$ cat src/rtl/twi_eep_pkg.sv
package twi_eep_pkg;

  localparam int BYTE_W  = 8;
  localparam int TADDR_W = 7;
  localparam int MEM_AW  = 8;
  localparam int MEM_D   = 1 << MEM_AW;
  localparam int IMG_W   = BYTE_W * MEM_D;

  typedef enum logic [1:0] {
    PH_IDLE  = 2'd0,
    PH_ADDR  = 2'd1,
    PH_WRITE = 2'd2,
    PH_READ  = 2'd3
  } phase_e;

  // Power-up image: location i holds (29*i + 0x11) mod 256.
  function automatic logic [IMG_W-1:0] default_image();
    logic [IMG_W-1:0] img;
    img = '0;
    for (int i = 0; i < MEM_D; i++) begin
      img[i*BYTE_W +: BYTE_W] = BYTE_W'(i * 29 + 17);
    end
    return img;
  endfunction

endpackage

$ cat src/rtl/twi_pin_sync.sv
module twi_pin_sync #(
  parameter int STAGES = 2
) (
  input  logic clk,
  input  logic rst_n,
  input  logic scl_i,
  input  logic sda_i,
  output logic scl_s,
  output logic sda_s,
  output logic scl_rise,
  output logic scl_fall,
  output logic start_det,
  output logic stop_det
);

  logic [STAGES-1:0] scl_pipe;
  logic [STAGES-1:0] sda_pipe;
  logic              scl_q;
  logic              sda_q;

  // Idle bus is high; reset the pipes high to avoid false edges.
  always_ff @(posedge clk or negedge rst_n) begin
    if (!rst_n) begin
      scl_pipe <= '1;
      sda_pipe <= '1;
      scl_q    <= 1'b1;
      sda_q    <= 1'b1;
    end else begin
      scl_pipe <= {scl_pipe[STAGES-2:0], scl_i};
      sda_pipe <= {sda_pipe[STAGES-2:0], sda_i};
      scl_q    <= scl_pipe[STAGES-1];
      sda_q    <= sda_pipe[STAGES-1];
    end
  end

  assign scl_s     = scl_pipe[STAGES-1];
  assign sda_s     = sda_pipe[STAGES-1];
  assign scl_rise  = scl_s & ~scl_q;
  assign scl_fall  = ~scl_s & scl_q;
  assign start_det = scl_s & scl_q & sda_q & ~sda_s;
  assign stop_det  = scl_s & scl_q & ~sda_q & sda_s;

endmodule

$ cat src/rtl/twi_eep_array.sv
module twi_eep_array #(
  parameter int AW = 8,
  parameter int DW = 8,
  parameter logic [DW*(1<<AW)-1:0] INIT_IMAGE = '0
) (
  input  logic          clk,
  input  logic          rst_n,
  input  logic          we,
  input  logic [AW-1:0] addr,
  input  logic [DW-1:0] wdata,
  output logic [DW-1:0] rdata
);

  localparam int DEPTH = 1 << AW;

  logic [DW-1:0] mem [DEPTH];

  always_ff @(posedge clk or negedge rst_n) begin
    if (!rst_n) begin
      for (int i = 0; i < DEPTH; i++) begin
        mem[i] <= INIT_IMAGE[i*DW +: DW];
      end
    end else if (we) begin
      mem[addr] <= wdata;
    end
  end

  assign rdata = mem[addr];

endmodule

$ cat src/rtl/twi_eep_ctrl.sv
module twi_eep_ctrl
  import twi_eep_pkg::*;
#(
  parameter int AW = MEM_AW
) (
  input  logic               clk,
  input  logic               rst_n,
  input  logic               scl_rise,
  input  logic               scl_fall,
  input  logic               start_det,
  input  logic               stop_det,
  input  logic               sda_s,
  input  logic [TADDR_W-1:0] dev_addr,
  input  logic [BYTE_W-1:0]  rd_data,
  output logic [AW-1:0]      ptr,
  output logic [BYTE_W-1:0]  wr_data,
  output logic               wr_en,
  output logic               sda_oe,
  output logic               accessed,
  output logic               idle,
  output logic               rd_load,
  output logic               nack_evt
);

  localparam int CNT_W    = $clog2(BYTE_W + 2);
  localparam int LAST_BIT = BYTE_W - 1;
  localparam int ACK_BIT  = BYTE_W;
  localparam int FRAME_N  = BYTE_W + 1;

  phase_e            ph;
  logic [CNT_W-1:0]  bcnt;
  logic [BYTE_W-2:0] shin;
  logic [BYTE_W-1:0] tx;
  logic              cmd_pend;
  logic              rw_bit;
  logic              m_nack;

  logic [BYTE_W-1:0] byte_in;
  logic              byte_done;
  logic              addr_hit;
  logic              ack_rise;
  logic              frame_end;

  assign byte_in   = {shin, sda_s};
  assign byte_done = scl_rise && (bcnt == CNT_W'(LAST_BIT)) &&
                     (ph == PH_ADDR || ph == PH_WRITE);
  assign addr_hit  = (byte_in[BYTE_W-1:1] == dev_addr);
  assign ack_rise  = scl_rise && (bcnt == CNT_W'(ACK_BIT));
  assign frame_end = scl_fall && (bcnt == CNT_W'(FRAME_N));

  assign wr_en    = byte_done && (ph == PH_WRITE) && !cmd_pend;
  assign wr_data  = byte_in;
  assign rd_load  = frame_end && ((ph == PH_ADDR && rw_bit) ||
                                  (ph == PH_READ && !m_nack));
  assign nack_evt = frame_end && (ph == PH_READ) && m_nack;
  assign idle     = (ph == PH_IDLE);

  always_ff @(posedge clk or negedge rst_n) begin
    if (!rst_n) begin
      ph       <= PH_IDLE;
      bcnt     <= '0;
      shin     <= '0;
      tx       <= '0;
      ptr      <= '0;
      cmd_pend <= 1'b0;
      rw_bit   <= 1'b0;
      m_nack   <= 1'b0;
      sda_oe   <= 1'b0;
      accessed <= 1'b0;
    end else if (start_det) begin
      ph     <= PH_ADDR;
      bcnt   <= '0;
      sda_oe <= 1'b0;
    end else if (stop_det) begin
      ph     <= PH_IDLE;
      bcnt   <= '0;
      sda_oe <= 1'b0;
    end else if (ph != PH_IDLE) begin
      if (scl_rise) begin
        bcnt <= bcnt + CNT_W'(1);
        shin <= byte_in[BYTE_W-2:0];
        if (byte_done) begin
          if (ph == PH_ADDR) begin
            if (addr_hit) begin
              rw_bit   <= byte_in[0];
              accessed <= 1'b1;
            end else begin
              ph <= PH_IDLE;
            end
          end else if (cmd_pend) begin
            ptr      <= AW'(byte_in);
            cmd_pend <= 1'b0;
          end else begin
            ptr <= ptr + AW'(1);
          end
        end
        if (ack_rise && ph == PH_READ) begin
          m_nack <= sda_s;
        end
      end
      if (scl_fall) begin
        if (bcnt == CNT_W'(ACK_BIT)) begin
          // ACK slot: target drives low except on its own read bytes.
          sda_oe <= (ph != PH_READ);
        end else if (frame_end) begin
          bcnt <= '0;
          if (rd_load) begin
            ph     <= PH_READ;
            tx     <= rd_data << 1;
            sda_oe <= ~rd_data[BYTE_W-1];
            ptr    <= ptr + AW'(1);
          end else if (ph == PH_ADDR) begin
            ph       <= PH_WRITE;
            cmd_pend <= 1'b1;
            sda_oe   <= 1'b0;
          end else if (ph == PH_READ) begin
            ph     <= PH_IDLE;
            sda_oe <= 1'b0;
          end else begin
            sda_oe <= 1'b0;
          end
        end else if (ph == PH_READ && bcnt != '0) begin
          sda_oe <= ~tx[BYTE_W-1];
          tx     <= tx << 1;
        end
      end
    end
  end

endmodule

$ cat src/rtl/twi_eeprom_tgt.sv
module twi_eeprom_tgt
  import twi_eep_pkg::*;
#(
  parameter logic [TADDR_W-1:0] BASE_ADDR  = 7'h50,
  parameter int                 STRAP_W    = 3,
  parameter int                 SYNC_STG   = 2,
  parameter logic [IMG_W-1:0]   INIT_IMAGE = default_image()
) (
  input  logic               clk,
  input  logic               rst_n,
  input  logic [STRAP_W-1:0] strap,
  input  logic               scl_i,
  input  logic               sda_i,
  output logic               sda_oe,
  output logic               accessed
);

  logic               scl_s;
  logic               sda_s;
  logic               scl_rise;
  logic               scl_fall;
  logic               start_det;
  logic               stop_det;
  logic [TADDR_W-1:0] dev_addr;
  logic [MEM_AW-1:0]  ptr;
  logic [BYTE_W-1:0]  wr_data;
  logic [BYTE_W-1:0]  rd_data;
  logic               wr_en;
  logic               idle;
  logic               rd_load;
  logic               nack_evt;

  assign dev_addr = BASE_ADDR + TADDR_W'(strap);

  twi_pin_sync #(.STAGES(SYNC_STG)) u_sync (
    .clk       (clk),
    .rst_n     (rst_n),
    .scl_i     (scl_i),
    .sda_i     (sda_i),
    .scl_s     (scl_s),
    .sda_s     (sda_s),
    .scl_rise  (scl_rise),
    .scl_fall  (scl_fall),
    .start_det (start_det),
    .stop_det  (stop_det)
  );

  twi_eep_ctrl #(.AW(MEM_AW)) u_ctrl (
    .clk       (clk),
    .rst_n     (rst_n),
    .scl_rise  (scl_rise),
    .scl_fall  (scl_fall),
    .start_det (start_det),
    .stop_det  (stop_det),
    .sda_s     (sda_s),
    .dev_addr  (dev_addr),
    .rd_data   (rd_data),
    .ptr       (ptr),
    .wr_data   (wr_data),
    .wr_en     (wr_en),
    .sda_oe    (sda_oe),
    .accessed  (accessed),
    .idle      (idle),
    .rd_load   (rd_load),
    .nack_evt  (nack_evt)
  );

  twi_eep_array #(
    .AW         (MEM_AW),
    .DW         (BYTE_W),
    .INIT_IMAGE (INIT_IMAGE)
  ) u_array (
    .clk   (clk),
    .rst_n (rst_n),
    .we    (wr_en),
    .addr  (ptr),
    .wdata (wr_data),
    .rdata (rd_data)
  );

endmodule

$ cat config.mk
export PLATFORM = sky130hd
export DESIGN_NAME = twi_eeprom_tgt
export DESIGN_NICKNAME = d
export VERILOG_FILES = /design/src/rtl/twi_eep_pkg.sv /design/src/rtl/twi_pin_sync.sv /design/src/rtl/twi_eep_array.sv /design/src/rtl/twi_eep_ctrl.sv /design/src/rtl/twi_eeprom_tgt.sv
export SDC_FILE = /design/constraint.sdc
export NUM_CORES = 2
export LEC_CHECK = 0
export BUFFER_PORTS_ARGS = -buffer_cell sky130_fd_sc_hd__buf_2
export CAP_MARGIN = 20
export CORE_MARGIN = 8
export CORE_UTILIZATION = 23
export DETAILED_ROUTE_END_ITERATION = 16
export GPL_ROUTABILITY_DRIVEN = 0
export PLACE_DENSITY = 0.39
export SLEW_MARGIN = 10
export SYNTH_ARGS = -nofsm -noshare
export SYNTH_HDL_FRONTEND = slang
export SYNTH_SLANG_ARGS = --single-unit
$ cat constraint.sdc
create_clock -name clk -period 4.2 [get_ports clk]
set_input_delay 0.42 -clock clk [delete_from_list [all_inputs] [get_ports clk]]
set_output_delay 0.42 -clock clk [all_outputs]
set_load 0.05 [all_outputs]
After elaboration in Yosys (flattened, before gate mapping)
Cells that the tools add are included. W data, S select, Z words.

Bits in registers: 2088. RAM bits: 0. ROM bits: 0. Memories: 0. Logic and storage cells: 382. Latch bits: 0.

Multipliers: 0. Divide/modulo/power cells: 0. Bitwise operators: 17. Mux-type cells: 53. Reduce and logical (&&, ||, !) cells: 28. Shift operators: 0. Equality and inequality tests: 9. Magnitude comparators: 2. $add $sub $neg: 3.

Operators by type and width (number): $bwmux W2048 (1); $mux W8 (14); $bmux W8 S8 (1); $demux W8 S8 (1); $mux W4 (7); $mux W2 (13); $mux W1 (16); $reduce_and A7 Y1 (2); $logic_and A1 B1 Y1 (12); $ge A9 B9 Y1 const B (1); $lt A9 B1 Y1 const B (1); $not A1 Y1 (9); $not A8 Y9 (1); $add A8 B1 Y8 const B (1); $eq A4 B4 Y1 const B (2); $add A7 B3 Y7 const A (1); $and A1 B1 Y1 (7); $eq A7 B7 Y1 (1); $reduce_and A3 Y1 (2); $reduce_bool A3 Y1 (2); $reduce_and A5 Y1 (1); $reduce_bool A5 Y1 (1); $add A4 B1 Y4 const B (1); $eq A2 B2 Y1 const B (2); other kinds (8) (12).

Depth between registers and ports, before layout
Depth in word-level cells: 15. Depth in mapped cells: 13.

By module
Synthesis repeated with hierarchy kept, for this count alone.

Cell total of the unflattened synthesis: 6073. Area total of the unflattened synthesis: 96312.4 sq um.

By module, submodules not included: twi_eep_array (instances 1, cells each 5830, area each 93942.6 sq um); twi_eep_ctrl (instances 1, cells each 231, area each 2172.1 sq um); twi_pin_sync (instances 1, cells each 10, area each 190.2 sq um); twi_eeprom_tgt (instances 1, cells each 2, area each 7.5 sq um).

Worst setup path after synthesis
OpenSTA, ideal clock, no wires.

Path kind: register to register. Start point: register u_ctrl.ptr[0]. End point: register u_array.mem[1130] (netlist bit). Cell stages (with the launch flop): 14. Period minus slack after synthesis: 2.984 ns. Arrival: 2.860 ns. Setup slack: 1.216 ns. Data required time: 4.075 ns. Cells stage by stage: dfrtp_1 > buf_6 > buf_6 > buf_6 > buf_6 > clkinv_1 > clkbuf_1 > ha_1 > clkbuf_1 > and2_1 > clkbuf_1 > buf_2 > nand2_1 > mux2_2.

Word-level cells in the longest chain between the ends: 6. Elaborated cells between the ends (all ways): 7. Classes of those cells: order compare (2); mux (3); bitwise (1); reduce/logical (1).

Ends and longest elaborated chain: start: declaration (RTL line twi_eep_ctrl.sv:15) `output logic [AW-1:0] ptr,`; start signal: assignment (RTL line twi_eep_ctrl.sv:91) `ptr <= AW'(byte_in);`; start signal: assignment (RTL line twi_eep_ctrl.sv:94) `ptr <= ptr + AW'(1);`; start signal: assignment (RTL line twi_eep_ctrl.sv:111) `ptr <= ptr + AW'(1);`; $not A8 Y9 (not written as such) (*) (RTL line twi_eep_array.sv:24) `mem[addr] <= wdata;`; $ge A9 B9 Y1 (not written as such) / $lt A9 B1 Y1 (equally long branches) (RTL line twi_eep_array.sv:24); $logic_and A1 B1 Y1 (not written as such) (RTL line twi_eep_array.sv:24); $mux W8 (not written as such) (RTL line twi_eep_array.sv:24); $demux W8 S8 (*) (RTL line twi_eep_array.sv:24); $bwmux W2048 (*) (RTL line twi_eep_array.sv:24); end signal: indexed assignment (RTL line twi_eep_array.sv:21) `mem[i] <= INIT_IMAGE[i*DW +: DW];`; end signal: indexed assignment (RTL line twi_eep_array.sv:24); end: declaration (RTL line twi_eep_array.sv:16) `logic [DW-1:0] mem [DEPTH];`.

Every way passes the cells marked *; elsewhere a longest branch is shown, timed or not. A chain may end at the register's enable or synchronous reset.

Final worst setup path
Start point: register u_ctrl.ptr[0]. End point: register u_ctrl.tx[7].

Word-level cells in the longest chain between the ends: 6.

Ends and longest elaborated chain: $not A8 Y9 (not written as such) (RTL line twi_eep_array.sv:28) `assign rdata = mem[addr];`; $bmux W8 S8 (RTL line twi_eep_array.sv:28); $mux W8 (not written as such) (2 in series) (RTL line twi_eep_array.sv:28); $mux W8 (RTL line twi_eep_ctrl.sv:107) `if (rd_load) begin`; $mux W8 (RTL line twi_eep_ctrl.sv:105) `end else if (frame_end) begin`; end signal: assignment (RTL line twi_eep_ctrl.sv:109) `tx <= rd_data << 1;`; end signal: assignment (RTL line twi_eep_ctrl.sv:124) `tx <= tx << 1;`; end: declaration (RTL line twi_eep_ctrl.sv:33) `logic [BYTE_W-1:0] tx;`.

No other way between the ends. The select of a mux whose other input is x is not followed.

==> flow_results.org <==
** Critical path
- STA classifies the critical path endpoint as a register.
- In this design, the stage delay of the slowest critical-path cell is 690 ps.
- Max FO, Critical Path :: 17
- Crit Reg-Reg Endpoint :: u_ctrl.tx[7]
- The critical path goes through buf_4 > buf_12 > nand2_1 > buf_4 > o21ai_0 > a21oi_1 > a221oi_1 > a21oi_1 > nor4_1 > a21oi_1.
- Number of buffers and inverters on the critical path :: 3
- At the worst endpoint, the arrival time is 4710 ps.
- The worst register-to-register path begins at u_ctrl.ptr[0].
- Family with the most delay on the worst path :: compound AO/OA/AOI/OAI gates
- Cell type with the highest occurrence count on the critical path :: a21oi_1
- For this design, the slowest cell found on the critical path is dfrtp_4.
- In this run the register-to-register setup slack is 250 ps.
- The critical path is of the register to register type.
- Cells on worst reg2reg path :: 10
- The critical path runs through a total of 10 cells.
- For the worst setup path, the data required time is 4960 ps.
- The worst setup path is launched from a register.

** Floorplanning
- Floorplan row count :: 238
- Number of top-level pins :: 9
- Die extent in y :: 665.6 um
- Total die area :: 443,000 um2
- The die is 665.6 um wide.
- Core Area :: 420,200 um2
- Initial core utilization :: between 20% and 30%

** Yosys
- Dominant cell type by area after synthesis :: dfstp_2
- #FFs+latches synth :: 2,087
- Syn_nets :: 6,353
- Yosys mapped the design onto 68 distinct sky130hd cell types.
- Post-Syn Area :: approximately 97,000 um2
- Among all flip-flop cells after synthesis, the most frequent one is dfrtp_1.
- Number of synthesized flops with an enable pin :: 0
- Post-synthesis area per instance :: 15.32 um2
- Portion of the post-synthesis area used by sequential elements :: between 50% and 60%
- Share of synthesized registers carrying an async set or reset :: 100.0%
- Sorting the synthesized cells by area gives the leading types as dfstp_2, dfrtp_1, mux2_2.
- Proportion of netlist area held by the largest area contributor :: 27.88%
- Yosys printed 0 warnings.
- After technology mapping, the gate count stands at 6,334.

** Global route
- Entering global routing, the biggest net connects roughly 180 pins.
- The via count of the first global-routing pass was 61,607.
- The initial antenna violation count is 20.
- Global route overflow :: 0
- First-pass GRT wire length :: approximately 490 mm
- GRT Util Overall :: 15.00%

** Clock tree
- Clock tree synthesis inserted a total of 262 buffers.
- Clock network latency to the later pin of the worst-skew pair :: slightly below 900 ps
- Buffers added to address setup during post-CTS repair amount to 0.
- In this run the number of H-tree levels came out at 5.
- For this design, the sink count on the clock tree is 2,087.
- TritonCTS built the clock tree.
- Number of buffers added to fix hold violations after cts :: 3
- CTS clk-pin slew, worst paths :: 60 ps
- The longest clock path from root to sink contains 4 buffers.
- Count of cells resized by post-cts repair :: 0
- The tree is rooted in a clkbuf_16.

** Drt
- Drt first pass iters :: 7
- After detailed routing, the number of remaining DRC violations is 0.
- Routed len/inst :: around 27 um
- Routed via count divided by cell count :: approximately 4.6
- Total wirelength of the detailed-routed design :: 338.7 mm
- Once detail routing completed, the nets flagged for antenna violations numbered 0.
- The routed layout has ~58,000 vias.
- Initial drt markers :: approximately 3,700

** Pwr
- Net switching power :: 0.01323 W
- Sequential fraction of design power :: between 40% and 50%
- Leakage power of the design :: 48.43 nW
- The internal power of the cells totals ~0.034 W.
- Sw Ratio :: 27.78%
- VDD sags by at most 0.0004753 V.
- Total power density per cell area :: 413.4 nW/um2
- The clock network accounts for around 47% of the total power.
- Combinational cells account for a little under a tenth of the total power.

** Timing
- Minimum clock period after layout :: between 3000 and 4000 ps
- TNS Setup :: 0 ps
- Number of max-slew violations in the final report :: 44
- For the pin with the worst max-slew slack, the measured transition is 1594 ps.
- Between clock sinks in the finished design, the worst skew comes to 41.73 ps.
- The number of failing hold endpoints at the final stage is 0.
- Final worst-path cycle share :: between 90% and 100%
- Setup repair after global routing left no endpoint under its margin.
- Static timing analysis puts the maximum clock frequency at roughly 250 MHz.
- Worst slew margin relative to its limit :: -6.235%
- Final count of negative-setup-slack endpoints :: 0

** Placement
- In this run, placement finished with an instance count of 12,000.
- Cell area reported after detailed placement :: about 110,000 um2
- Port buffer count :: 8
- Detailed placement ended at an HPWL of ~220 mm.

** Cells and area
- In the final layout, the share of cells above drive strength 1 is 67.83%.
- For this run, the share of the core covered by cells in the final layout is 27.42%.
- Layout Area Growth over Synthesis :: 18.68%
- Excluding fillers, the count of instances in the completed layout stands at around 12,000.
- Final net count :: between 6,000 and 7,000
- Area of all placed cells without fillers :: about 120,000 um2

** Outcome
- The run finished, with violations left.
- Violations in the final reports :: max-slew violations

** Min path
- Worst min path class :: primary input to async pin

** Run
- The tool flagged a number of max-cap violations equal to 0.
how the worst max path moves through the flow:
| stage | from | end | slack [ps] |
|---|---|---|---|
| 4_1_cts | u_ctrl.ptr[0] | u_ctrl.tx[5] | 210 |
| 5_1_grt | u_ctrl.ptr[0] | u_ctrl.tx[5] | 130 |
| 2_1_floorplan | u_ctrl.ptr[0] | u_array.mem[1130] | 1220 |
| 3_3_place_gp | u_ctrl.ptr[0] | u_ctrl.tx[5] | 200 |
| 6_report | u_ctrl.ptr[0] | u_ctrl.tx[7] | 250 |
| 3_5_place_dp | u_ctrl.ptr[0] | u_ctrl.tx[5] | 230 |
cells by family (layout without fill, tap and decap cells):
kind of cell | count (synthesis) | in the layout | share of synthesized area [%]
xor gates and xnor gates | 4 | 4 | 0.03609
other | 0 | 9 | 0
AOI/OAI and AO/OA | 424 | 424 | 2.997
adders and majority gates | 12 | 12 | 0.1547
muxes | 2681 | 2681 | 36.20
and+or+nand+nor | 629 | 629 | 3.138
buffers and inverters | 497 | 999 | 2.341
DFF | 2087 | 2087 | 55.14
flip-flops by register name (all words and copies together) (netlist names):
register,cells
u_ctrl.m_nack,1
u_sync.sda_q,1
u_ctrl.ph,2
u_ctrl.bcnt,4
u_sync.scl_pipe,2
u_array.mem,2048
u_ctrl.accessed,1
u_ctrl.ptr,8
u_ctrl.tx,7
u_ctrl.shin,7
u_sync.sda_pipe,2
u_sync.scl_q,1
u_ctrl.sda_oe,1
u_ctrl.rw_bit,1
u_ctrl.cmd_pend,1
metal layers:
metal	routed length [um]	share of wire, %	track usage, %
met1	158100	47	21.05
met2	159800	47	24.53
met3	11630	3.4	1.856
met4	9238	2.7	3.741
met5	0	0	0
synthesized netlist by cell type, drive strengths merged (6+ instances only):
master / count
nand2: 284
a32oi: 7
o211ai: 6
mux2: 2082
a31oi: 16
clkbuf: 295
o22ai: 13
inv: 14
dfrtp: 1057
o2111ai: 10
mux4: 455
mux2i: 144
o21ai: 72
nand3: 42
nor2b: 14
and2: 18
a21oi: 77
a22o: 18
a311oi: 6
buf: 187
a221oi: 19
dfstp: 1030
nor2: 181
nand4: 15
and3: 9
nand2b: 15
nor3: 24
a22oi: 141
ha: 12
power groups by stage:
stage / clock (W) / combinational (W) / sequential [W]
final: 0.0225 / 0.00451 / 0.0206
after global routing: 0.0241 / 0.00489 / 0.0206
after CTS: 0.0234 / 0.00466 / 0.0206
after detailed placement: 0 / 0.00465 / 0.0209
after global placement: 0 / 0.00456 / 0.0209
after floorplan: 0 / 0.00237 / 0.0206
cells in the final DEF, fill, tap and decap left out, types with 32 or more instances in the layout:
| cell | count |
|---|---|
| a22oi_1 | 141 |
| clkbuf_1 | 88 |
| nor2_1 | 76 |
| o21ai_0 | 65 |
| buf_4 | 437 |
| nand2_1 | 253 |
| a21oi_1 | 77 |
| dfstp_2 | 1029 |
| mux2i_1 | 144 |
| mux2_2 | 2082 |
| mux4_2 | 455 |
| dfrtp_1 | 1045 |
| buf_12 | 63 |
| nor2_2 | 103 |
| clkbuf_8 | 56 |
| clkbuf_16 | 273 |
| nand3_1 | 42 |
| clkinv_2 | 32 |
worst reg2reg max path, cell delays in order (launching register included):
cell and delay (ps):
dfrtp_4 690, buf_4 260, buf_12 260, nand2_1 400
buf_4 330, o21ai_0 280, a21oi_1 160, a221oi_1 640
a21oi_1 300, nor4_1 400, a21oi_1 120
through the flow:
| stage | power, W | hold slack, ps | worst slack (ps) |
|---|---|---|---|
| 4_1_cts | 0.04862 | 90.12 | 211.4 |
| 2_1_floorplan | 0.02297 | 124.4 | 1216 |
| 5_1_grt | 0.04960 | 122.6 | 125.9 |
| 6_report | 0.04762 | 149.9 | 246.6 |
| 3_5_place_dp | 0.02556 | 351.9 | 233.6 |
| 3_3_place_gp | 0.02547 | 352.4 | 201.1 |
area by class of cell:
| type | instances | area [um2] |
|---|---|---|
| Sequential cell | 2087 | 53560 |
| Tap cell | 5640 | 7057 |
| Clock buffer | 417 | 7933 |
| Antenna cell | 9 | 22.52 |
| Inverter | 15 | 58.81 |
| Multi-Input combinational cell | 3750 | 41360 |
| Timing Repair Buffer | 511 | 4618 |
| Fill cell | 42562 | 305000 |
| Clock inverter | 56 | 578.1 |
Power figures use the tool's default switching activity.
